==> config.mk <==
export PLATFORM = sky130hd
export DESIGN_NAME = adc_trig_sel
export DESIGN_NICKNAME = d
export VERILOG_FILES = /design/src/rtl/adc_trig_pkg.sv /design/src/rtl/trig_cfg_reg.sv /design/src/rtl/trig_src_mux.sv /design/src/rtl/trig_edge_det.sv /design/src/rtl/trig_start_gen.sv /design/src/rtl/adc_trig_sel.sv
export SDC_FILE = /design/constraint.sdc
export NUM_CORES = 1
export LEC_CHECK = 0
export ABC_AREA = 1
export ABC_CLOCK_PERIOD_IN_PS = 1400
export BUFFER_PORTS_ARGS = -buffer_cell sky130_fd_sc_hd__buf_4
export CAP_MARGIN = 30
export CORE_AREA = 2 2 39 41
export CTS_BUF_LIST = sky130_fd_sc_hd__clkbuf_8
export CTS_CLUSTER_SIZE = 30
export DETAILED_ROUTE_END_ITERATION = 8
export DIE_AREA = 0 0 41 43
export HOLD_SLACK_MARGIN = 0.15
export PLACE_DENSITY = 0.73
export RECOVER_POWER = 100
export SKIP_CTS_REPAIR_TIMING = 1
export SLEW_MARGIN = 10
export SYNTH_ARGS = -nofsm -noshare
export SYNTH_HDL_FRONTEND = slang
export SYNTH_HIERARCHICAL = 1
export SYNTH_SLANG_ARGS = --single-unit
==> constraint.sdc <==
create_clock -name clk -period 1.4 [get_ports clk]
set_input_delay 0.07 -clock clk [delete_from_list [all_inputs] [get_ports clk]]
set_output_delay 0.07 -clock clk [all_outputs]
set_load 0.01 [all_outputs]
==> src/rtl/adc_trig_pkg.sv <==
package adc_trig_pkg;
   localparam int SRC_W   = 3;
   localparam int SRC_NUM = 1 << SRC_W;

   typedef enum logic [SRC_W-1:0] {
      SRC_FREE_RUN  = 3'd0,
      SRC_COMPARE   = 3'd1,
      SRC_EXT_EVT0  = 3'd2,
      SRC_T0_MATCH  = 3'd3,
      SRC_T0_WRAP   = 3'd4,
      SRC_T1_MATCHB = 3'd5,
      SRC_T1_WRAP   = 3'd6,
      SRC_T1_CAPT   = 3'd7
   } trig_src_e;
endpackage

==> src/rtl/trig_cfg_reg.sv <==
module trig_cfg_reg
   import adc_trig_pkg::*;
#(
   parameter int DATA_W = 8
) (
   input  logic              clk,
   input  logic              rst_n,
   input  logic              wr,
   input  logic [DATA_W-1:0] wdata,
   output trig_src_e         sel_o,
   output logic              to_free_o,
   output logic [DATA_W-1:0] rdata
);
   localparam int PAD_W = DATA_W - SRC_W;

   trig_src_e sel_q;

   always_ff @(posedge clk) begin
      if (!rst_n)
         sel_q <= SRC_FREE_RUN;
      else if (wr)
         sel_q <= trig_src_e'(wdata[SRC_W-1:0]);
   end

   assign to_free_o = wr && (trig_src_e'(wdata[SRC_W-1:0]) == SRC_FREE_RUN);
   assign sel_o     = sel_q;
   assign rdata     = {{PAD_W{1'b0}}, sel_q};
endmodule

==> src/rtl/trig_src_mux.sv <==
module trig_src_mux
   import adc_trig_pkg::*;
#(
   parameter bit AND_OR = 1'b0
) (
   input  logic [SRC_NUM-1:0] flags,
   input  trig_src_e          sel,
   output logic               pick
);
   generate
      if (AND_OR) begin : g_andor
         logic [SRC_NUM-1:0] hit;
         for (genvar i = 0; i < SRC_NUM; i++) begin : g_leg
            assign hit[i] = flags[i] & (sel == trig_src_e'(i));
         end
         assign pick = |hit;
      end else begin : g_index
         assign pick = flags[sel];
      end
   endgenerate
endmodule

==> src/rtl/trig_edge_det.sv <==
module trig_edge_det (
   input  logic clk,
   input  logic rst_n,
   input  logic src_i,
   input  logic resync_i,
   input  logic resync_val_i,
   output logic rise_o
);
   logic prev_q;

   always_ff @(posedge clk) begin
      if (!rst_n)
         prev_q <= 1'b0;
      else if (resync_i)
         prev_q <= resync_val_i;
      else
         prev_q <= src_i;
   end

   assign rise_o = src_i & ~prev_q;
endmodule

==> src/rtl/trig_start_gen.sv <==
module trig_start_gen (
   input  logic clk,
   input  logic rst_n,
   input  logic rise_i,
   input  logic auto_en,
   input  logic adc_en,
   input  logic man_start,
   input  logic conv_busy,
   output logic start_o
);
   logic req;
   logic start_q;

   assign req = (rise_i & auto_en) | man_start;

   always_ff @(posedge clk) begin
      if (!rst_n)
         start_q <= 1'b0;
      else
         start_q <= req & adc_en & ~conv_busy;
   end

   assign start_o = start_q;
endmodule

==> src/rtl/adc_trig_sel.sv <==
module adc_trig_sel
   import adc_trig_pkg::*;
#(
   parameter int DATA_W     = 8,
   parameter bit MUX_AND_OR = 1'b0
) (
   input  logic              clk,
   input  logic              rst_n,
   input  logic              bus_wr,
   input  logic [DATA_W-1:0] bus_wdata,
   output logic [DATA_W-1:0] bus_rdata,
   input  logic              adc_en,
   input  logic              auto_en,
   input  logic              man_start,
   input  logic              conv_busy,
   input  logic [SRC_NUM-1:0] trig_flags,
   output logic              start_o
);
   generate
      if (DATA_W <= SRC_W) begin : g_bad_width
         $error("adc_trig_sel: DATA_W must exceed the selection width");
      end
   endgenerate

   trig_src_e sel;
   logic      to_free;
   logic      picked;
   logic      rise;

   trig_cfg_reg #(.DATA_W(DATA_W)) u_cfg (
      .clk(clk), .rst_n(rst_n), .wr(bus_wr), .wdata(bus_wdata),
      .sel_o(sel), .to_free_o(to_free), .rdata(bus_rdata)
   );

   trig_src_mux #(.AND_OR(MUX_AND_OR)) u_mux (
      .flags(trig_flags), .sel(sel), .pick(picked)
   );

   // On a move to free running, the delayed copy takes the done flag itself
   trig_edge_det u_edge (
      .clk(clk), .rst_n(rst_n), .src_i(picked),
      .resync_i(to_free), .resync_val_i(trig_flags[0]), .rise_o(rise)
   );

   trig_start_gen u_start (
      .clk(clk), .rst_n(rst_n), .rise_i(rise), .auto_en(auto_en),
      .adc_en(adc_en), .man_start(man_start), .conv_busy(conv_busy),
      .start_o(start_o)
   );
endmodule

=== After elaboration in Yosys (flattened, before gate mapping) ===
Cells that the tools add are included.

* Input port bits: 23
* Bits in registers: 5

* Multiplexer cells: 3
* Bitwise logic cells: 7
* Reductions and logical operators: 2
* Magnitude comparators: 1

{| class="wikitable"
|+ Operators by type and width
! kind !! number
|-
| $and A1 B1 Y1 || 4
|-
| $lt A3 B4 Y1 const B || 1
|-
| $bmux W1 S3 || 1
|-
| $logic_not A3 Y1 || 1
|-
| $mux W1 || 2
|-
| $not A1 Y1 || 2
|-
| $logic_and A1 B1 Y1 || 1
|-
| $or A1 B1 Y1 || 1
|}

=== Longest topological paths before layout ===
* Depth after elaboration: 7
* Gate-level depth with buffers: 11
* Mapped depth without buffers: 10

=== Cells and area by module ===
Netlist, hierarchy kept.

{| class="wikitable"
|+ By module, submodules not included
! module !! sequential area each (sq um) !! times used !! cells an instance !! area each (sq um)
|-
| trig_cfg_reg || 60.1 || 1 || 26 || 181.4
|-
| trig_src_mux || 0.0 || 1 || 28 || 110.1
|-
| trig_edge_det || 20.0 || 1 || 8 || 46.3
|-
| trig_start_gen || 20.0 || 1 || 5 || 37.5
|}

=== Least setup slack after synthesis ===
Ideal clock, no wire load.

* Path type: register -> register
* Start: register u_cfg.sel_q[0] (netlist: u_cfg/sel_o[0])
* End: register u_start.start_q (netlist: u_start/start_o)
* Required time: 1.286 ns
* Slack: 0.271 ns
* Arrival: 1.015 ns
* Library setup time: 0.114 ns
* Cell stages (with the launch flop): 12
* Period minus slack after synthesis: 1.129 ns
* Path through: dfxtp_1 buf_4 inv_2 nand2_1 nand3_1 nand2_1 nand2_1 nand2_1 inv_1 nor2_1 a21oi_1 nor2_1

* Word-level cells in the longest chain between the ends: 7

{| class="wikitable"
|+ Ends and longest elaborated chain
! what !! line !! source
|-
| start, declared || trig_cfg_reg.sv:16 || <nowiki>trig_src_e sel_q;</nowiki>
|-
| start signal, assigned || trig_cfg_reg.sv:22 || <nowiki>sel_q <= trig_src_e'(wdata[SRC_W-1:0]);</nowiki>
|-
| $bmux W1 S3 || trig_src_mux.sv:18 || <nowiki>assign pick = flags[sel];</nowiki>
|-
| $mux W1 (implied by the code) || trig_src_mux.sv:18 ||
|-
| named net picked || adc_trig_sel.sv:27 || <nowiki>logic picked;</nowiki>
|-
| $and A1 B1 Y1 || trig_edge_det.sv:20 || <nowiki>assign rise_o = src_i & ~prev_q;</nowiki>
|-
| named net rise || adc_trig_sel.sv:28 || <nowiki>logic rise;</nowiki>
|-
| $and A1 B1 Y1 || trig_start_gen.sv:14 || <nowiki>assign req = (rise_i & auto_en) | man_start;</nowiki>
|-
| $or A1 B1 Y1 || trig_start_gen.sv:14 ||
|-
| $and A1 B1 Y1 (2 in series) || trig_start_gen.sv:20 || <nowiki>start_q <= req & adc_en & ~conv_busy;</nowiki>
|-
| end signal, assigned || trig_start_gen.sv:20 ||
|-
| end, declared || trig_start_gen.sv:12 || <nowiki>logic start_q;</nowiki>
|}

The timed path passes the listed nets, and every way through them passes these cells. The select of a mux whose other input is x is not followed.
A chain may end at the register's enable or synchronous reset.

==> key figures <==
GRT
  • Initial antenna violation count: 0
  • GRT Overall Usage: between 10% and 20%
  • Overflow left after global routing: 0
  • Vias in the first global route: about 330
  • Largest net degree at the start of global routing: 8
  • First-pass GRT wire length: ~1.2 mm

Yosys
  • Count of mapped cells out of synthesis: 67
  • Syn Area/Cell: around 5.6 um^2
  • Top-area cell type share of the netlist area: around a quarter
  • Post-synth cell types: 12
  • Synthesis warning total: 6
  • Netlist area before placement: 375 um^2
  • Area contributors post-synth: dfxtp_1 27%, nand2_1 17%, buf_4 16%
  • Library cell with the largest summed area after synthesis: dfxtp_1
  • Yosys reg bits: 5
  • Part of the Yosys area used for sequential elements: 26.7%

STA
  • Final Hold Fails: 0
  • Post-route worst hold slack: approximately 160 ps
  • Post-route minimum period: roughly 1300 ps
  • Crit share post-route: 95.7%
  • Worst clock skew: a little over 0.3 ps
  • Final Slew Violations: 0
  • Highest attainable clock frequency: around 750 MHz
  • Setup repair after global routing missed its margin: false
  • Final count of negative-setup-slack endpoints: 0
  • Final worst slack: just over 60 ps
  • Setup Total Neg Slack: 0 ps

Worst setup path
  • Startpoint kind of the worst setup timing path: input port
  • Path type of the worst setup path: in2reg
  • Total stage count of the critical path: 5
  • Sum of buffers and inverters on the critical path: 3
  • Max incr delay on CP: 550 ps
  • Critical path's slowest cell: dlygate4sd3_1
  • Origin of the critical flop-to-flop path: u_cfg/sel_o[1]$_SDFFE_PN0P_
  • Worst reg2reg path depth: 3
  • Critical-path cell list: dlygate4sd3_1, buf_4, nor2_1, nor2_1, dlygate4sd3_1
  • Worst reg2reg setup slack: roughly 170 ps
  • Source of the critical timing path: bus_wdata[1]
  • Timing endpoint of the critical path: u_cfg/sel_o[1]$_SDFFE_PN0P_
  • Capturing point of the worst reg2reg path: u_cfg/sel_o[1]$_SDFFE_PN0P_
  • Largest delay contributor family on the critical path: buffers and inverters
  • Required @ worst endpoint: roughly 1500 ps
  • Crit end category: flip-flop
  • Maximum net fanout on the critical path: 2
  • Data arrival time of the critical path: around 1400 ps

Floorplan
  • Placeable Area: roughly 0.0014 mm^2
  • I/O pin cnt: 32
  • Chip height: approximately 43 um
  • Effective utilization at floorplan: 27.1%
  • Horiz. Die Dim: 41 um
  • Site Rows: 14
  • Die footprint: about 0.0018 mm^2

Detailed routing
  • DR pass1 iterations: 4
  • Drt total wl: approximately 900 um
  • Residual DRC count: 0
  • Number of vias per cell after detailed routing: ~4.0
  • Total via count after detailed routing: between 400 and 500
  • Remaining antenna violation count after routing: 0
  • Routed length per placed instance: approximately 8.0 um
  • Detailed Route Iter0 Violations: 3

Worst hold path
  • Class of the tightest hold or removal check: in2reg

Clock tree
  • Sinks on Clock Net: 5
  • Maximum clock insertion buffer count: 2
  • CTS tree: built
  • H-tree levels: 1
  • Inserted Clock Buffers: 3
  • Clock latency on the worst-skew pair: about 220 ps
  • Root Buffer Master: clkbuf_8
  • Clock transition at the register clock pins on the worst setup and hold paths after CTS: 40 ps

Final layout
  • Count of filler cells inserted in the layout: about 150
  • Share of final-layout standard cells stronger than drive strength 1: between 20% and 30%
  • Final layout net count: 121
  • Total non-filler cell area in the finished layout: 624 um^2
  • P&R area growth vs syn: 66.3%
  • Final non-filler cell total: between 100 and 150
  • Count of inserted antenna diode cells: 0

Place
  • Cell count after placement: 100
  • Half-perimeter wire length after placement: roughly 590 um
  • Final RePlAce weighted congestion: between 0.6 and 0.7
  • Cell Area, Placed: between 500 and 600 um^2
  • Worst slack at placement: 198 ps
  • Port Buffers: 21

Run status
  • Outcome: complete, no violations

Job
  • Maxcap violations: 0

Power
  • Leakage component of the power: between 0.3 and 0.4 nW
  • Highest ir drop seen on vdd: ~540 uV
  • PD cells: 882 mW/mm^2
logic make-up (layout without fill, tap and decap cells):
| family | Yosys count | count (layout) | synth area share (%) |
|---|---|---|---|
| AOI/OAI and AO/OA | 3 | 3 | 4.00 |
| buffers and inverters | 24 | 50 | 32.0 |
| DFF | 5 | 5 | 26.7 |
| other | 1 | 5 | 0.999 |
| and+or+nand+nor | 34 | 34 | 36.3 |
layer usage:
layer	vias to the layer above	track usage, %	wire length [um]
li1	238	-	-
met1	187	10.0	336
met2	18	14.7	452
met3	4	4.71	83
met4	0	12.0	31
met5	-	0	0
flip-flops by register name, summed over array words and instances (netlist names):
| name | flops |
|---|---|
| u_cfg/sel_o | 3 |
| u_edge/prev_q | 1 |
| u_start/start_o | 1 |
tightest hold or removal path, delay by kind of cell:
| kind | cells | cell delay, ps |
|---|---|---|
| AND/OR/NAND/NOR | 3 | 150 |
| buffers and inverters | 2 | 110 |
synthesized netlist by cell type:
library cell,number
inv_1,14
a21oi_1,1
or2_0,1
clkinv_1,1
dfxtp_1,5
nand2_1,17
nand3_1,5
conb_1,1
o21ai_0,2
inv_2,1
buf_4,8
nor2_1,11
layout make-up:
class / instances / area (um^2) / area share (%)
clock buffer: 3 / 41.3 / 6.61
clock inverter: 1 / 3.75 / 0.601
inverter: 16 / 60.1 / 9.62
multi-input combinational: 42 / 170 / 27.3
sequential: 5 / 100 / 16.0
tap: 16 / 20.0 / 3.21
timing repair buffer: 30 / 229 / 36.7
worst min path at each step:
| stage | startpoint | end | slack [ps] | depth (start not counted) |
|---|---|---|---|---|
| 3_5_place_dp | man_start | u_start/start_o$_SDFF_PN0_ | 280 | 3 |
| 2_1_floorplan | man_start | u_start/start_o$_SDFF_PN0_ | 190 | 2 |
| 4_1_cts | man_start | u_start/start_o$_SDFF_PN0_ | 50 | 3 |
| 3_3_place_gp | man_start | u_start/start_o$_SDFF_PN0_ | 280 | 3 |
| 6_report | trig_flags[0] | u_edge/prev_q$_SDFF_PN0_ | 160 | 5 |
| 5_1_grt | trig_flags[0] | u_edge/prev_q$_SDFF_PN0_ | 190 | 5 |
report_power, final:
part           internal, mW  switching, mW
Sequential            0.154        0.00896
Combinational        0.0691         0.0552
Clock                 0.188         0.0753
Total                 0.411          0.139
per-stage QoR:
step           power [mW]  util [%]
2_1_floorplan       0.236         -
5_1_grt             0.583      45.1
3_3_place_gp        0.274      36.7
3_5_place_dp        0.276      36.7
4_1_cts             0.541      40.0
6_report            0.550      45.1
placed cells by master (no fill, tap or decap), types with 2 or more instances in the layout:
| cell | synthesis | layout |
|---|---|---|
| buf_4 | 8 | 15 |
| clkbuf_1 | 0 | 5 |
| clkbuf_8 | 0 | 3 |
| conb_1 | 1 | 5 |
| dfxtp_1 | 5 | 5 |
| dlygate4sd3_1 | 0 | 9 |
| inv_1 | 14 | 15 |
| nand2_1 | 17 | 17 |
| nand3_1 | 5 | 5 |
| nor2_1 | 11 | 11 |
| o21ai_0 | 2 | 2 |
Note: power is estimated with default switching activity, not from simulation.
